===== src/rtl/sfg_pkg.sv =====
// Shared constants and types for the setup frame generator.
// Assumes: one byte per beat; the fill value marks unused filter entries.
package sfg_pkg;
    localparam logic [7:0] PAD_BYTE = 8'hFF;

    typedef enum logic {
        ST_IDLE = 1'b0,
        ST_SEND = 1'b1
    } sfg_state_e;
endpackage


===== src/rtl/sfg_cursor.sv =====
// Frame cursor: tracks the streaming state and the offset of the byte on
// offer, and moves to the next offset on each accepted beat.
// Assumes: launch_i is only acted on while idle; step_i means valid & ready.
module sfg_cursor
    import sfg_pkg::*;
#(
    parameter int FRAME_BYTES = 192,
    parameter int OFS_W       = $clog2(FRAME_BYTES)
) (
    input  logic             clk,
    input  logic             rst_n,
    input  logic             launch_i,
    input  logic             step_i,
    output logic             active_o,
    output logic [OFS_W-1:0] ofs_o,
    output logic             first_o,
    output logic             last_o,
    output logic             finish_o
);
    localparam logic [OFS_W-1:0] LAST_OFS = OFS_W'(FRAME_BYTES - 1);

    sfg_state_e       state_q;
    logic [OFS_W-1:0] ofs_q;
    logic             finish_q;

    // State, offset and completion pulse update.
    always_ff @(posedge clk) begin
        if (!rst_n) begin
            state_q  <= ST_IDLE;
            ofs_q    <= '0;
            finish_q <= 1'b0;
        end else begin
            finish_q <= 1'b0;
            case (state_q)
                ST_IDLE: begin
                    if (launch_i) begin
                        state_q <= ST_SEND;
                        ofs_q   <= '0;
                    end
                end
                ST_SEND: begin
                    if (step_i) begin
                        if (ofs_q == LAST_OFS) begin
                            state_q  <= ST_IDLE;
                            ofs_q    <= '0;
                            finish_q <= 1'b1;
                        end else begin
                            ofs_q <= ofs_q + 1'b1;
                        end
                    end
                end
                default: state_q <= ST_IDLE;
            endcase
        end
    end

    // Decoded outputs for the current beat.
    always_comb begin
        active_o = (state_q == ST_SEND);
        ofs_o    = ofs_q;
        first_o  = active_o && (ofs_q == '0);
        last_o   = active_o && (ofs_q == LAST_OFS);
        finish_o = finish_q;
    end

    AST_CURSOR_BOUND: assert property (@(posedge clk) disable iff (!rst_n)
        active_o |-> (ofs_q <= LAST_OFS));
    AST_CURSOR_HOLD: assert property (@(posedge clk) disable iff (!rst_n)
        (active_o && !step_i) |=> (active_o && $stable(ofs_q)));
    AST_DONE_SINGLE: assert property (@(posedge clk) disable iff (!rst_n)
        finish_o |=> !finish_o);
endmodule


===== src/rtl/sfg_byte_map.sv =====
// Byte map: returns the frame byte for a given offset. Each address
// half-word sits in the low two lanes of a slot; all else is padding.
// Assumes: MAC_BYTES is even and SLOT_BYTES is a power of two >= 2.
module sfg_byte_map
    import sfg_pkg::*;
#(
    parameter int FRAME_BYTES = 192,
    parameter int MAC_BYTES   = 6,
    parameter int SLOT_BYTES  = 4,
    parameter int OFS_W       = $clog2(FRAME_BYTES)
) (
    input  logic [OFS_W-1:0]       ofs_i,
    input  logic [8*MAC_BYTES-1:0] mac_i,
    output logic [7:0]             byte_o
);
    localparam int LANES_USED = 2;
    localparam int SLOT_SHIFT = $clog2(SLOT_BYTES);

    logic [OFS_W-1:0]      slot;
    logic [SLOT_SHIFT-1:0] lane;

    // Split the offset into slot index and lane, then pick the byte.
    always_comb begin
        slot   = ofs_i >> SLOT_SHIFT;
        lane   = ofs_i[SLOT_SHIFT-1:0];
        byte_o = PAD_BYTE;
        for (int k = 0; k < MAC_BYTES; k++) begin
            if (slot == OFS_W'(k / LANES_USED) &&
                lane == SLOT_SHIFT'(k % LANES_USED)) begin
                byte_o = mac_i[8*k +: 8];
            end
        end
    end
endmodule


===== src/rtl/setup_frame_gen.sv =====
// Setup frame generator top: captures the station address on start and
// streams the fixed-length filter setup frame on a valid/ready byte port.
// Assumes: the sink may hold ready low for any number of cycles.
module setup_frame_gen
    import sfg_pkg::*;
#(
    parameter int FRAME_BYTES = 192,
    parameter int MAC_BYTES   = 6,
    parameter int SLOT_BYTES  = 4
) (
    input  logic                   clk,
    input  logic                   rst_n,
    input  logic                   start_i,
    input  logic [8*MAC_BYTES-1:0] mac_i,
    input  logic                   ready_i,
    output logic                   valid_o,
    output logic [7:0]             data_o,
    output logic                   first_o,
    output logic                   last_o,
    output logic                   done_o
);
    localparam int OFS_W     = $clog2(FRAME_BYTES);
    localparam int ADDR_SPAN = (MAC_BYTES / 2) * SLOT_BYTES;

    logic [8*MAC_BYTES-1:0] mac_q;
    logic                   active;
    logic [OFS_W-1:0]       ofs;
    logic                   launch;
    logic                   step;

    assign launch = start_i && !active;
    assign step   = active && ready_i;

    // Capture the station address when a frame is launched.
    always_ff @(posedge clk) begin
        if (!rst_n) begin
            mac_q <= '0;
        end else if (launch) begin
            mac_q <= mac_i;
        end
    end

    sfg_cursor #(
        .FRAME_BYTES (FRAME_BYTES),
        .OFS_W       (OFS_W)
    ) u_cursor (
        .clk      (clk),
        .rst_n    (rst_n),
        .launch_i (launch),
        .step_i   (step),
        .active_o (active),
        .ofs_o    (ofs),
        .first_o  (first_o),
        .last_o   (last_o),
        .finish_o (done_o)
    );

    sfg_byte_map #(
        .FRAME_BYTES (FRAME_BYTES),
        .MAC_BYTES   (MAC_BYTES),
        .SLOT_BYTES  (SLOT_BYTES),
        .OFS_W       (OFS_W)
    ) u_map (
        .ofs_i  (ofs),
        .mac_i  (mac_q),
        .byte_o (data_o)
    );

    assign valid_o = active;

    AST_STALL_HOLD: assert property (@(posedge clk) disable iff (!rst_n)
        (valid_o && !ready_i) |=> (valid_o && $stable(data_o) && $stable(last_o)));
    AST_DONE_AFTER_LAST: assert property (@(posedge clk) disable iff (!rst_n)
        (valid_o && ready_i && last_o) |=> (done_o && !valid_o));
    AST_MAC_FROZEN: assert property (@(posedge clk) disable iff (!rst_n)
        valid_o |=> $stable(mac_q));
    AST_PAD_OUTSIDE: assert property (@(posedge clk) disable iff (!rst_n)
        (valid_o && ofs >= OFS_W'(ADDR_SPAN)) |-> (data_o == PAD_BYTE));
    AST_FLAG_EXCL: assert property (@(posedge clk) disable iff (!rst_n)
        !(first_o && last_o));
endmodule


===== config.mk =====
export PLATFORM = sky130hd
export DESIGN_NAME = setup_frame_gen
export DESIGN_NICKNAME = d
export VERILOG_FILES = /design/src/rtl/sfg_pkg.sv /design/src/rtl/sfg_cursor.sv /design/src/rtl/sfg_byte_map.sv /design/src/rtl/setup_frame_gen.sv
export SDC_FILE = /design/constraint.sdc
export NUM_CORES = 1
export LEC_CHECK = 0
export ABC_CLOCK_PERIOD_IN_PS = 3550
export BUFFER_PORTS_ARGS = -buffer_cell sky130_fd_sc_hd__buf_2
export CAP_MARGIN = 20
export CORE_MARGIN = 1
export CORE_UTILIZATION = 58
export DETAILED_ROUTE_END_ITERATION = 10
export PLACE_DENSITY = 0.85
export SLEW_MARGIN = 20
export SYNTH_ARGS = -nofsm -noshare
export SYNTH_HDL_FRONTEND = slang
export SYNTH_SLANG_ARGS = --single-unit

===== constraint.sdc =====
create_clock -name clk -period 3.55 [get_ports clk]
set_clock_uncertainty 0.15 [all_clocks]
set_input_delay 0.5325 -clock clk [delete_from_list [all_inputs] [get_ports clk]]
set_output_delay 0.5325 -clock clk [all_outputs]
set_load 0.01 [all_outputs]

==> results.cfg, run 1 <==
[status]
status = finished with violations
violations = design-rule violations

[clock_tree]
cts_setup_buffers = 0
cts_root_buffer = clkbuf_8
cts_made_buffers = 9
cts_tree = yes
path_clk_slew_ps = 60
cts_buffer_depth = 2
cts.sinks = 58
cts_hold_buffers = 0
clk_latency_ps = 340
htree_levels = 3
ctsResizeCount = 0

[detailed_routing]
post_drt_wl_per_cell_um = 14.9
wl_met3_um = 461
drc = 4
drt_iter0_markers = 286
vias = 2641
drt_first_pass_iters = 11
ant_nets = 0
drt_wl_total_um = 6730
topRoutingLayerUsed = met4
wl_met1_um = 3040
wl_met2_um = 3080
vias_per_cell = 5.83

[logic_synthesis]
yosysSeqAreaShare_pct = 41.7
synth.net_count = 405
synthesis.area_um2 = 2790
synth_cell_types = 42
ys_ff_latch = 58
syn_area_per_cell_um2 = 7.96
synth_cells = 350
synth_edf_count = 0
synthFlopType = dfxtp_1
async_reset_ff_share_pct = 0
yosysWarnings = 0

[die]
dieArea_um2 = 5080
io_pins = 64
die_w_um = 71.3
fp.coreArea_um2 = 4470
row_count = 24
die_h_um = 71.3
initial_core_util_pct = 62.2

[grt]
grt_antenna_before_repair = 0
grt_util_all_layers_pct = 28.1
grt_start_max_net_pins = 54
first_global_vias = 2352
grt_pass1_wl_um = 10900
gr-total-overflow = 0

[timing]
setup_violations = 0
slew_viol_final = 0
fin_crit_sh_pct = 84.0
hold_violations = 0
tns_ps = 0
finalCriticalPeriod_ps = 2980
timing.fmax_mhz = 336
rsz0062_at_grt = no
worstMarginPinSlew_ps = 913
slew_headroom_pct = 39.1

[placement]
numPortBuffers = 63
gp_congestion = 0.851
dp_hpwl_um = 4490
place_inst = 437

[pwr]
p_int_w = 0.00113
powerDensity_nw_per_um2 = 468
p_leak_nw = 1.31
ir_worst_vdd_mv = 0.328
p_comb_share_pct = 12.4
switchingPower_w = 0.000372
pwr-share-clk_pct = 40.4
sw_frac_of_total_pct = 24.8
power_frac_seq_pct = 47.2

[worst_setup_path]
start_kind = flop
cp.arrival_ps = 2300
worstPathRequired_ps = 2870
path_max_fanout = 19
crit_path_end_kind = primary output
crit_type = reg -> out

[cells_and_area]
area_growth_pct = 15.0
fin_nets = 451
drive_gt1_share_pct = 22.7
antenna_cells = 0
final_cells = 453

[flow_run]
maxCapViolations = 0

[hold_path]
hp-class = in -> reg
-- placed cells by master (no fill, tap or decap), types with 2 or more instances in the layout --
| cell | instances |
|---|---|
| nand2_1 | 100 |
| buf_2 | 63 |
| dfxtp_1 | 58 |
| a21oi_1 | 52 |
| inv_1 | 11 |
| clkbuf_8 | 11 |
| o22ai_1 | 10 |
| o21bai_1 | 8 |
| o2bb2ai_1 | 8 |
| a211oi_1 | 8 |
| a222oi_1 | 8 |
| a21o_2 | 7 |
| nand3_1 | 7 |
| o211ai_1 | 4 |
| nand2b_1 | 3 |
| nand3b_1 | 3 |
| and2_1 | 3 |
| ha_1 | 3 |
| clkbuf_1 | 3 |
| nor2_1 | 2 |
| or4_1 | 2 |
| and3_1 | 2 |
| and3b_1 | 2 |
| o21ai_1 | 2 |
| nand4b_1 | 2 |
| buf_4 | 2 |
-- through the flow --
| step | util [%] | total power [W] | hold WS (ps) | instance area, um^2 | worst slack (ps) |
|---|---|---|---|---|---|
| 5_1_grt | 71.6 | 0.00156 | 268 | 3200 | 380 |
| 3_5_place_dp | 67.2 | 0.000905 | 297 | 3010 | 977 |
| 4_1_cts | 71.6 | 0.00151 | 268 | 3200 | 590 |
| 2_1_floorplan | - | 0.000839 | 286 | 2790 | 1250 |
| 6_report | 71.6 | 0.00150 | 277 | 3200 | 570 |
| 3_3_place_gp | 67.2 | 0.000900 | 293 | 3010 | 1030 |
-- power groups by stage --
stage                     Clock [W]  Combinational, W  Sequential, W
final                      0.000606          0.000186       0.000708
after global routing       0.000642          0.000207       0.000710
after CTS                  0.000613          0.000186       0.000707
after detailed placement          0          0.000185       0.000721
after global placement            0          0.000180       0.000720
after floorplan                   0          0.000129       0.000711
-- routing by layer --
metal / vias up / GRT usage, %
met4: 0 / 10.7
met5: - / 0
li1: 1321 / -
met3: 15 / 9.42
met1: 1196 / 37.4
met2: 109 / 42.6
-- final timing paths --
check	start	to	slack (ps)	cells after the start
worst max-delay path	u_cursor.ofs_o[0]$_SDFFE_PN0P_	data_o[1]	570	5
worst min-delay path	mac_i[24]	mac_q[24]$_SDFFE_PN0P_	280	3
worst max register to register	u_cursor.ofs_o[2]$_SDFFE_PN0P_	u_cursor.ofs_o[6]$_SDFFE_PN0P_	1590	3
worst min register to register	mac_q[36]$_SDFFE_PN0P_	mac_q[36]$_SDFFE_PN0P_	300	2
-- worst max-delay path, cell delays in order, from the launching register on --
cell and delay (ps):
dfxtp_1 420, ha_1 650, a21o_2 170, a211oi_1 70, a222oi_1 430, buf_2 210
-- cell usage after synthesis, types with 6 or more instances --
library cell	count	area share, %
o22ai_1	10	2.2
inv_1	11	1.5
buf_6	6	2.4
o2bb2ai_1	8	2.5
buf_2	7	1.3
o21bai_1	8	2.2
a222oi_1	8	2.9
nand2_1	100	13
nand3_1	7	1.3
a21o_2	7	2.2
dfxtp_1	58	42
a211oi_1	8	2.2
a21oi_1	52	9.3
clkbuf_1	15	2.0
-- cells by family (layout without fill, tap and decap cells) --
kind of cell	after synthesis	count (layout)	synth area share, %
compound gates	113	113	26.6
fa+ha+maj	3	3	1.35
buf+inv	42	93	8.00
flops	58	58	41.7
mux	1	1	0.359
simple gates	133	133	22.1
-- layout make-up --
type,instances,area (um^2)
Timing Repair Buffer,65,330
Clock inverter,2,35.0
Fill cell,366,1270
Multi-Input combinational cell,250,1400
Tap cell,52,65.1
Clock buffer,14,163
Sequential cell,58,1160
Inverter,12,45.0
-- flip-flops by register name (all words and copies together), names as in the netlist --
register           count
u_cursor.finish_o      1
mac_q                 48
u_cursor.active_o      1
u_cursor.ofs_o         8
Note: power is estimated with default switching activity, not from simulation.
==> run 2: changes to the inputs <==
ABC_CLOCK_PERIOD_IN_PS = 2700   (was 3550)
CORE_UTILIZATION = 48   (was 58)
PLACE_DENSITY = 0.75   (was 0.85)
clock period = 2.7 ns   (was 3.55 ns; I/O delays follow)
==> results.cfg, run 2 (synthesis gave the netlist of run 1 again) <==
[detailed_routing]
post_drt_wl_per_cell_um = 14.8
drt_wl_total_um = 7130
ant_nets = 0
vias = 2665
vias_per_cell = 5.54
drc = 0
drt_first_pass_iters = 5
drt_iter0_markers = 234

[timing]
fin_crit_sh_pct = 96.6
finalCriticalPeriod_ps = 2610
setup_violations = 0
worstMarginPinSlew_ps = 694
hold_slack_ps = 149
rsz0062_at_grt = no
slew_headroom_pct = 53.5
slew_viol_final = 0
tns_ps = 0
timing.fmax_mhz = 383
hold_violations = 0

[hold_path]
hp-class = in -> reg
hp-start = mac_i[29]

[clock_tree]
cts_made_buffers = 9
cts_root_buffer = clkbuf_8
cts.sinks = 58
htree_levels = 3
cts_buffer_depth = 2
cts_hold_buffers = 0
path_clk_slew_ps = 60
clk_latency_ps = 330
cts_tree = yes

[worst_setup_path]
startpoint = u_cursor.ofs_o[6]$_SDFFE_PN0P_
start_kind = flop
path_max_fanout = 8
r2r_end = u_cursor.ofs_o[6]$_SDFFE_PN0P_
rr_worst_depth = 4
crit_type = reg -> out
critical_path.endpoint = data_o[3]
crit_path_end_kind = primary output
r2r-start = u_cursor.ofs_o[3]$_SDFFE_PN0P_
cp.arrival_ps = 2050
worstPathRequired_ps = 2140
reg2reg_slack_ps = 820

[status]
status = finished clean

[die]
die_w_um = 78.2
initial_core_util_pct = 50.3
die_h_um = 78.2
fp.coreArea_um2 = 5540
io_pins = 64
dieArea_um2 = 6110
row_count = 27

[cells_and_area]
fin_nets = 460
antenna_cells = 0
largest_reg_flops = 48
final_cells = 481
postLayoutCellArea_um2 = 3320
regArea_um2 = 1160
max_flop_register = mac_q
multi_input_area_um2 = 1410
nFillCells = 512
drive_gt1_share_pct = 25.4
final_cell_mix = nand2_1, buf_2, dfxtp_1
final_common_cell = nand2_1
area_growth_pct = 19.2

[placement]
dpl-instance-area_um2 = 3090
numPortBuffers = 63
place_inst = 463
dp_hpwl_um = 4870
gp_congestion = 0.851

[grt]
gr-total-overflow = 0
grt_antenna_before_repair = 0
grt_util_all_layers_pct = 24.3
grt_start_max_net_pins = 50
first_global_vias = 2448
grt_pass1_wl_um = 11500

[pwr]
ir_worst_vdd_mv = 0.357
p_leak_nw = 1.36
powerDensity_nw_per_um2 = 602
finalPower_w = 0.00200

[flow_run]
maxCapViolations = 0
[run 2: timing repair]
action,in CTS,in global routing
setup endpoints to repair,7,7
buffers inserted,1,2
endpoints found under the hold margin,0,0
pin swaps,1,1
resized for setup,1,2
[run 2: worst min-delay path by stage]
stage / cells past startpoint / slack (ps) / to
3_5_place_dp: 2 / 300 / mac_q[41]$_SDFFE_PN0P_
6_report: 3 / 150 / mac_q[29]$_SDFFE_PN0P_
5_1_grt: 3 / 140 / mac_q[34]$_SDFFE_PN0P_
4_1_cts: 3 / 140 / mac_q[29]$_SDFFE_PN0P_
2_1_floorplan: 2 / 290 / mac_q[32]$_SDFFE_PN0P_
3_3_place_gp: 2 / 290 / mac_q[43]$_SDFFE_PN0P_
[run 2: where the power goes]
part / switching [W] / internal, W
clock: 0.000317 / 0.000495
sequential: 0.0000287 / 0.000899
combinational: 0.000145 / 0.000115
[run 2: per-layer routing]
layer  global-route usage, %  share of wire (%)  vias to the layer above  wire (um)
li1                        -                  -                     1334          -
met1                    31.2                 45                     1201       3210
met2                    38.6                 45                      119       3220
met3                    8.60                8.4                       11        598
met4                    6.67                1.4                        0        101
met5                       0                  0                        -          0
[run 2: worst max-delay path, cell delays in order, from the launching register on]
cell	delay [ps]
dfxtp_1	340
or4_4	610
nor4b_4	290
buf_4	190
a222oi_1	120
buf_2	160
[run 2: area by class of cell]
cell class              instances  share of cell area, %
inverters                      12                   1.36
multi-input cells             250                   42.4
repair buffers                 74                   12.4
clock buffers                  13                   5.09
flip-flops and latches         58                   35.0
clock inverters                 2                   1.06
well taps                      72                   2.71
[run 2: per-stage QoR]
step / util, % / setup WS (ps)
floorplan: - / 524
detailed placement: 55.7 / 325
global route: 59.9 / 6.37
finish: 59.9 / 91.4
global placement: 55.7 / 341
CTS: 59.6 / 61.0
